<file path="src/rtl/fft_dump_pkg.sv">
package fft_dump_pkg;

  localparam logic [1:0] RANGE_ALL      = 2'b00;
  localparam logic [1:0] RANGE_LOW_QTR  = 2'b01;
  localparam logic [1:0] RANGE_LOW_HALF = 2'b10;
  localparam logic [1:0] RANGE_UP_HALF  = 2'b11;

  // Strobes from the sequencer to the address path
  typedef struct packed {
    logic capture;   // latch the range selection
    logic loadBase;  // address <= first bin of range, issue read
    logic step;      // address <= address + 1, issue read
  } dumpCmd_t;

  function automatic int rangeFirst(input logic [1:0] sel, input int pts);
    return (sel == RANGE_UP_HALF) ? pts / 2 : 0;
  endfunction

  function automatic int rangeLen(input logic [1:0] sel, input int pts);
    case (sel)
      RANGE_ALL:      return pts;
      RANGE_LOW_QTR:  return pts / 4;
      RANGE_LOW_HALF: return pts / 2;
      default:        return pts / 2;
    endcase
  endfunction

endpackage

</file>
<file path="src/rtl/dump_seq_ctrl.sv">
module dump_seq_ctrl
  import fft_dump_pkg::*;
(
  input  logic     clk,
  input  logic     rstN,
  input  logic     xformDone,
  input  logic     dumpStrobe,
  input  logic     loadEnN,
  input  logic     holdCfg,
  input  logic     atLast,
  output dumpCmd_t cmd,
  output logic     dumpActive
);

  typedef enum logic [1:0] {S_IDLE, S_PEND, S_DUMP, S_HOLD} seqState_e;

  seqState_e state, nextState;
  logic      loadEnQ;
  logic      loadFall;

  assign loadFall   = loadEnQ & ~loadEnN;
  assign dumpActive = (state == S_DUMP) || (state == S_HOLD);

  always_ff @(posedge clk) begin
    if (!rstN) begin
      state   <= S_IDLE;
      loadEnQ <= 1'b1;
    end else begin
      state   <= nextState;
      loadEnQ <= loadEnN;
    end
  end

  always_comb begin
    cmd       = '0;
    nextState = state;
    unique case (state)
      S_IDLE: begin
        if (xformDone) begin
          cmd.capture = 1'b1;
          nextState   = S_PEND;
        end
      end
      S_PEND: begin
        if (dumpStrobe) begin
          cmd.loadBase = 1'b1;
          nextState    = S_DUMP;
        end
      end
      S_DUMP: begin
        if (dumpStrobe) begin
          if (atLast) nextState = holdCfg ? S_HOLD : S_IDLE;
          else        cmd.step  = 1'b1;
        end
      end
      S_HOLD: begin
        if (loadFall) begin
          nextState = S_IDLE;
        end else if (xformDone) begin
          cmd.capture = 1'b1;
          nextState   = S_PEND;
        end else if (dumpStrobe) begin
          if (atLast) cmd.loadBase = 1'b1;
          else        cmd.step     = 1'b1;
        end
      end
      default: nextState = S_IDLE;
    endcase
  end

  // last-bin strobe without hold closes the dump
  p_dump_end_r5: assert property (@(posedge clk) disable iff (!rstN)
    (state == S_DUMP && dumpStrobe && atLast && !holdCfg) |=> !dumpActive);

  // a held dump survives until a load edge or a new transform
  p_hold_keep_r6: assert property (@(posedge clk) disable iff (!rstN)
    (state == S_HOLD && loadEnQ == loadEnN && !xformDone) |=> dumpActive);

  // a strobe in idle starts nothing
  p_idle_strobe_r9: assert property (@(posedge clk) disable iff (!rstN)
    (state == S_IDLE && !xformDone) |=> !dumpActive);

endmodule

</file>
<file path="src/rtl/dump_addr_path.sv">
module dump_addr_path
  import fft_dump_pkg::*;
#(
  parameter int N_POINTS  = 256,
  parameter int DAV_DELAY = 8,
  localparam int ADDR_W   = $clog2(N_POINTS)
) (
  input  logic              clk,
  input  logic              rstN,
  input  dumpCmd_t          cmd,
  input  logic              dumpActive,
  input  logic [1:0]        rangeSel,
  input  logic              outEnN,
  input  logic              delayCfg,
  output logic [ADDR_W-1:0] rdAddr,
  output logic              rdValid,
  output logic              atLast,
  output logic              davOut,
  output logic              dataDrive,
  output logic              tagDrive
);

  initial begin
    assert (N_POINTS == 16 || N_POINTS == 64 || N_POINTS == 256 || N_POINTS == 1024)
      else $error("N_POINTS must be 16, 64, 256 or 1024");
    assert (DAV_DELAY >= 1) else $error("DAV_DELAY must be at least 1");
  end

  logic [1:0]        rangeLat;
  logic [ADDR_W-1:0] baseAddr;
  logic [ADDR_W-1:0] lastAddr;
  logic              davDelayed;

  assign baseAddr = ADDR_W'(rangeFirst(rangeLat, N_POINTS));
  assign lastAddr = ADDR_W'(rangeFirst(rangeLat, N_POINTS) + rangeLen(rangeLat, N_POINTS) - 1);
  assign atLast   = (rdAddr == lastAddr);

  always_ff @(posedge clk) begin
    if (!rstN) begin
      rangeLat <= RANGE_ALL;
      rdAddr   <= '0;
      rdValid  <= 1'b0;
    end else begin
      if (cmd.capture) rangeLat <= rangeSel;
      if (cmd.loadBase)  rdAddr <= baseAddr;
      else if (cmd.step) rdAddr <= rdAddr + 1'b1;
      rdValid <= cmd.loadBase | cmd.step;
    end
  end

  // Pipeline that matches the downstream stage latency
  logic [DAV_DELAY-1:0] davPipe;
  generate
    if (DAV_DELAY == 1) begin : g_pipe_one
      always_ff @(posedge clk) begin
        if (!rstN) davPipe <= '0;
        else       davPipe <= dumpActive;
      end
    end else begin : g_pipe_many
      always_ff @(posedge clk) begin
        if (!rstN) davPipe <= '0;
        else       davPipe <= {davPipe[DAV_DELAY-2:0], dumpActive};
      end
    end
  endgenerate
  assign davDelayed = davPipe[DAV_DELAY-1];

  assign davOut    = delayCfg ? davDelayed : dumpActive;
  assign dataDrive = dumpActive & ~outEnN;
  assign tagDrive  = dataDrive;

  // a step moves the address forward by exactly one bin
  p_addr_step_r3: assert property (@(posedge clk) disable iff (!rstN)
    cmd.step |=> (rdAddr == ADDR_W'($past(rdAddr) + 1'b1)) && rdValid);

  // issued reads stay inside the latched range
  p_read_in_range_r11: assert property (@(posedge clk) disable iff (!rstN)
    rdValid |-> (rdAddr >= baseAddr) && (rdAddr <= lastAddr));

  // a read is only issued while the dump is active
  p_read_active_r2: assert property (@(posedge clk) disable iff (!rstN)
    rdValid |-> dumpActive);

  // undelayed mode never drives without the flag
  p_drive_needs_dav_r8: assert property (@(posedge clk) disable iff (!rstN)
    (!delayCfg && dataDrive) |-> davOut);

endmodule

</file>
<file path="src/rtl/fft_bin_dump.sv">
module fft_bin_dump
  import fft_dump_pkg::*;
#(
  parameter int N_POINTS  = 256,
  parameter int DAV_DELAY = 8,
  localparam int ADDR_W   = $clog2(N_POINTS)
) (
  input  logic              clk,
  input  logic              rstN,
  input  logic              xformDone,
  input  logic              dumpStrobe,
  input  logic              outEnN,
  input  logic              loadEnN,
  input  logic              holdDavCfg,
  input  logic              delayDavCfg,
  input  logic [1:0]        dumpRange,
  output logic              dav,
  output logic [ADDR_W-1:0] rdAddr,
  output logic              rdValid,
  output logic              dataDrive,
  output logic              tagDrive
);

  dumpCmd_t cmd;
  logic     dumpActive;
  logic     atLast;

  dump_seq_ctrl ctrl_i (
    .clk        (clk),
    .rstN       (rstN),
    .xformDone  (xformDone),
    .dumpStrobe (dumpStrobe),
    .loadEnN    (loadEnN),
    .holdCfg    (holdDavCfg),
    .atLast     (atLast),
    .cmd        (cmd),
    .dumpActive (dumpActive)
  );

  dump_addr_path #(
    .N_POINTS  (N_POINTS),
    .DAV_DELAY (DAV_DELAY)
  ) path_i (
    .clk        (clk),
    .rstN       (rstN),
    .cmd        (cmd),
    .dumpActive (dumpActive),
    .rangeSel   (dumpRange),
    .outEnN     (outEnN),
    .delayCfg   (delayDavCfg),
    .rdAddr     (rdAddr),
    .rdValid    (rdValid),
    .atLast     (atLast),
    .davOut     (dav),
    .dataDrive  (dataDrive),
    .tagDrive   (tagDrive)
  );

endmodule

</file>
<file path="config.mk">
export PLATFORM = sky130hd
export DESIGN_NAME = fft_bin_dump
export DESIGN_NICKNAME = d
export VERILOG_FILES = /design/src/rtl/fft_dump_pkg.sv /design/src/rtl/dump_seq_ctrl.sv /design/src/rtl/dump_addr_path.sv /design/src/rtl/fft_bin_dump.sv
export SDC_FILE = /design/constraint.sdc
export NUM_CORES = 1
export LEC_CHECK = 0
export BUFFER_PORTS_ARGS = -buffer_cell sky130_fd_sc_hd__clkbuf_2
export CORE_MARGIN = 10
export CORE_UTILIZATION = 52
export CTS_CLUSTER_DIAMETER = 150
export DETAILED_ROUTE_END_ITERATION = 7
export PLACE_DENSITY = 0.84
export SYNTH_ARGS = -nofsm -noshare
export SYNTH_HDL_FRONTEND = slang
export SYNTH_HIERARCHICAL = 1
export SYNTH_SLANG_ARGS = --single-unit
</file>
<file path="constraint.sdc">
create_clock -name clk -period 2.45 [get_ports clk]
set_input_delay 0.1225 -clock clk [delete_from_list [all_inputs] [get_ports clk]]
set_output_delay 0.1225 -clock clk [all_outputs]
set_load 0.005 [all_outputs]
</file>
==> impl_metrics.yaml <==
critical_path:
  r2r-end: "path_i/rdAddr[5]$_SDFFE_PN0P_"
  worstPathMaxFanout: 7
  critPathBufInv: 2
  worst-endpoint-arrival_ns: 2.28
  crit_slowest_cell: "dfxtp_1"
  r2r_cells: 9
  path_class: "reg -> reg"
  crit_chain: "inv_1, ha_1, xor2_1, nor3_1, nor3b_1, buf_4, nand4_1, or3_1, a21oi_1"
  cp.required_ns: 2.70
  critPathCaptureType: "register"
  r2r-start: "path_i/rangeLat[1]$_SDFFE_PN0P_"
  critPathTopFamily: "simple AND/OR/NAND/NOR gates"
  critPathMaxStageDelay_ns: 0.37
  rrSetupSlack_ns: 0.42
  cp-start-kind: "register"
place:
  io_buffers: 21
  dp.cells: 153
  hpwl_um: 1730
  gp_congestion: 0.758
logic_synthesis:
  synth-seq-area-share: 0.422
  ys.flop_type: "dfxtp_1"
  ys_top_cells_by_area: "dfxtp_1 (42%), ha_1 (9.6%), and2_1 (4.8%)"
  synth_edf_count: 0
  syn_nets: 125
  synth_area_um2: 1040
  yosysWarnings: 6
  async_flop_share: 0
  synth_area_leader_cell: "dfxtp_1"
  synthDistinctLibCells: 33
  ys_seq_elements: 22
  synth_area_per_cell_um2: 9.75
  synth_top_area_frac: 0.422
  synth_cells: 107
drt:
  vias: 837
  wirelength_um: 2240
  drtIter0Drc: 42
  vias_per_cell: 5.30
  wire_per_inst_um: 14.2
  ant_nets: 0
  dr.pass1.iters: 4
  drcViolationCount: 0
cells_and_area:
  drive_gt1_frac: 0.237
  n_antenna_cell: 0
  n_fill_cell: 171
  layoutNonFillerInstCount: 158
  areaGrowthSynthToFinish_pct: 18.2
  fin_nets: 150
  fin_util: 0.635
floorplan:
  coreArea_um2: 1940
  die_x_um: 64.8
  std_cell_rows: 16
  die_area_um2: 4200
  die_y_um: 64.8
  top_level_ports: 22
  initial_core_util: 0.537
global_route:
  grt_max_degree: 18
  grt_pass1_wl_um: 3940
  antenna_found_initial: 0
  grt_pass1_vias: 878
  track_usage: 0.115
  gr-total-overflow: 0
sta:
  worstMarginPinSlew_ns: 0.358
  rsz0062_at_grt: "false"
  clock.fmax_ghz: 0.493
  slew_viol_final: 0
  fin_crit_ns: 2.03
  tns_ns: 0
  min_period_over_period: 0.829
  relSlewSlack: 0.759
  finalSetupViolCount: 0
  finalClockSkew_ns: 0.00102
  hold_slack_ns: 0.0671
  hold_violations: 0
hold_path:
  min_path_cells: 3
  hold_start: "dumpRange[0]"
  hold_class: "in -> reg"
  hold_end: "path_i/rangeLat[0]$_SDFFE_PN0P_"
outcome:
  status: "complete, no violations"
clocking:
  clock-sinks: 22
  clk_latency_ns: 0.31
  clock_path_buffers: 2
  tritoncts: "done"
  cts_buffers: 3
  root_buffer: "clkbuf_4"
  post_cts.repair.setup_buffers: 0
  h-tree-depth: 1
  clkSlewWorstSetupHoldPaths_ns: 0.12
power_and_ir_drop:
  ir_drop_uv: 444
  leakagePower_nw: 0.554
  powerDensity_nw_per_um2: 595
job:
  drv_cap: 0
-- worst register-to-register path, cell delays in order (launching register included) --
cell	delay [ns]
dfxtp_1	0.37
inv_1	0.05
ha_1	0.28
xor2_1	0.14
nor3_1	0.09
nor3b_1	0.22
buf_4	0.19
nand4_1	0.16
or3_1	0.34
a21oi_1	0.13
-- per-layer routing --
layer | wire length, um | vias to the layer above | share of wire | GRT usage
met2 | 1130 | 23 | 0.50 | 0.207
met4 | 19 | 0 | 0.0085 | 0.0401
met3 | 123 | 2 | 0.055 | 0.0447
met1 | 967 | 391 | 0.43 | 0.120
met5 | 0 | - | 0 | 0
li1 | - | 421 | - | -
-- through the flow --
stage	setup WS, ns	cell area [um^2]	total power, W
after global routing	0.226	1230	0.000766
final	0.420	1230	0.000734
after CTS	0.414	1220	0.000737
after floorplan	0.609	1040	0.000437
after global placement	0.558	1170	0.000458
after detailed placement	0.462	1170	0.000462
-- worst max path at each step --
stage,startpoint,end,cells past startpoint
final,path_i/rangeLat[1]$_SDFFE_PN0P_,path_i/rdAddr[5]$_SDFFE_PN0P_,9
after global routing,path_i/rangeLat[1]$_SDFFE_PN0P_,path_i/rdAddr[7]$_SDFFE_PN0P_,9
after CTS,path_i/rangeLat[1]$_SDFFE_PN0P_,path_i/rdAddr[5]$_SDFFE_PN0P_,9
after detailed placement,path_i/rangeLat[1]$_SDFFE_PN0P_,path_i/rdAddr[5]$_SDFFE_PN0P_,9
after global placement,path_i/rangeLat[1]$_SDFFE_PN0P_,path_i/rdAddr[5]$_SDFFE_PN0P_,9
after floorplan,path_i/rangeLat[1]$_SDFFE_PN0P_,path_i/rdAddr[5]$_SDFFE_PN0P_,9
-- final cells by class --
cell class	instances	area, um^2	share of cell area
clock buffers	3	22.5	0.0183
clock inverters	1	30.0	0.0243
inverters	5	18.8	0.0152
multi-input cells	77	566	0.458
flip-flops and latches	22	440	0.357
well taps	27	33.8	0.0274
repair buffers	23	123	0.0994
-- cell families after synthesis --
kind of cell | synth area share
and+or+nand+nor | 0.229
DFF | 0.422
AOI/OAI and AO/OA | 0.127
buffers and inverters | 0.0360
adders and majority gates | 0.0959
xor gates and xnor gates | 0.0504
muxes | 0.0396
-- cell usage after synthesis, types with 3 or more instances --
cell,n
a21oi_1,4
and2_1,8
dfxtp_1,22
ha_1,8
inv_1,5
mux2i_1,3
nand2_1,5
nand4_1,4
nor2_1,6
nor2b_1,4
o21ai_0,5
or3_1,3
xor2_1,5
-- what timing repair did --
action | 4_1_cts | 5_1_grt
endpoints found under the setup margin | 0 | 0
endpoints found under the hold margin | 0 | 1
resized for setup | 0 | 0
hold buffers | 0 | 1
-- flip-flops by register name (all words and copies together), names as in the netlist --
register / count
path_i/davPipe: 8
path_i/rdAddr: 8
ctrl_i/state: 2
path_i/rangeLat: 2
ctrl_i/loadEnQ: 1
path_i/rdValid: 1
-- cells in the final DEF, fill, tap and decap left out, types with 4 or more instances in the layout --
master    Yosys  routed
o21ai_0       5       5
ha_1          8       8
dfxtp_1      22      22
a21oi_1       4       4
clkbuf_2      0      21
and2_1        8       8
inv_1         5       5
xor2_1        5       5
nor2b_1       4       4
nor2_1        6       6
nand4_1       4       4
nand2_1       5       5
-- power by group --
part / switching [W] / internal [W] / leakage (nW)
logic: 0.0000412 / 0.0000391 / 0.348
registers: 0.00000789 / 0.000367 / 0.178
clock network: 0.000114 / 0.000165 / 0.0279
Note: power is estimated with default switching activity, not from simulation.
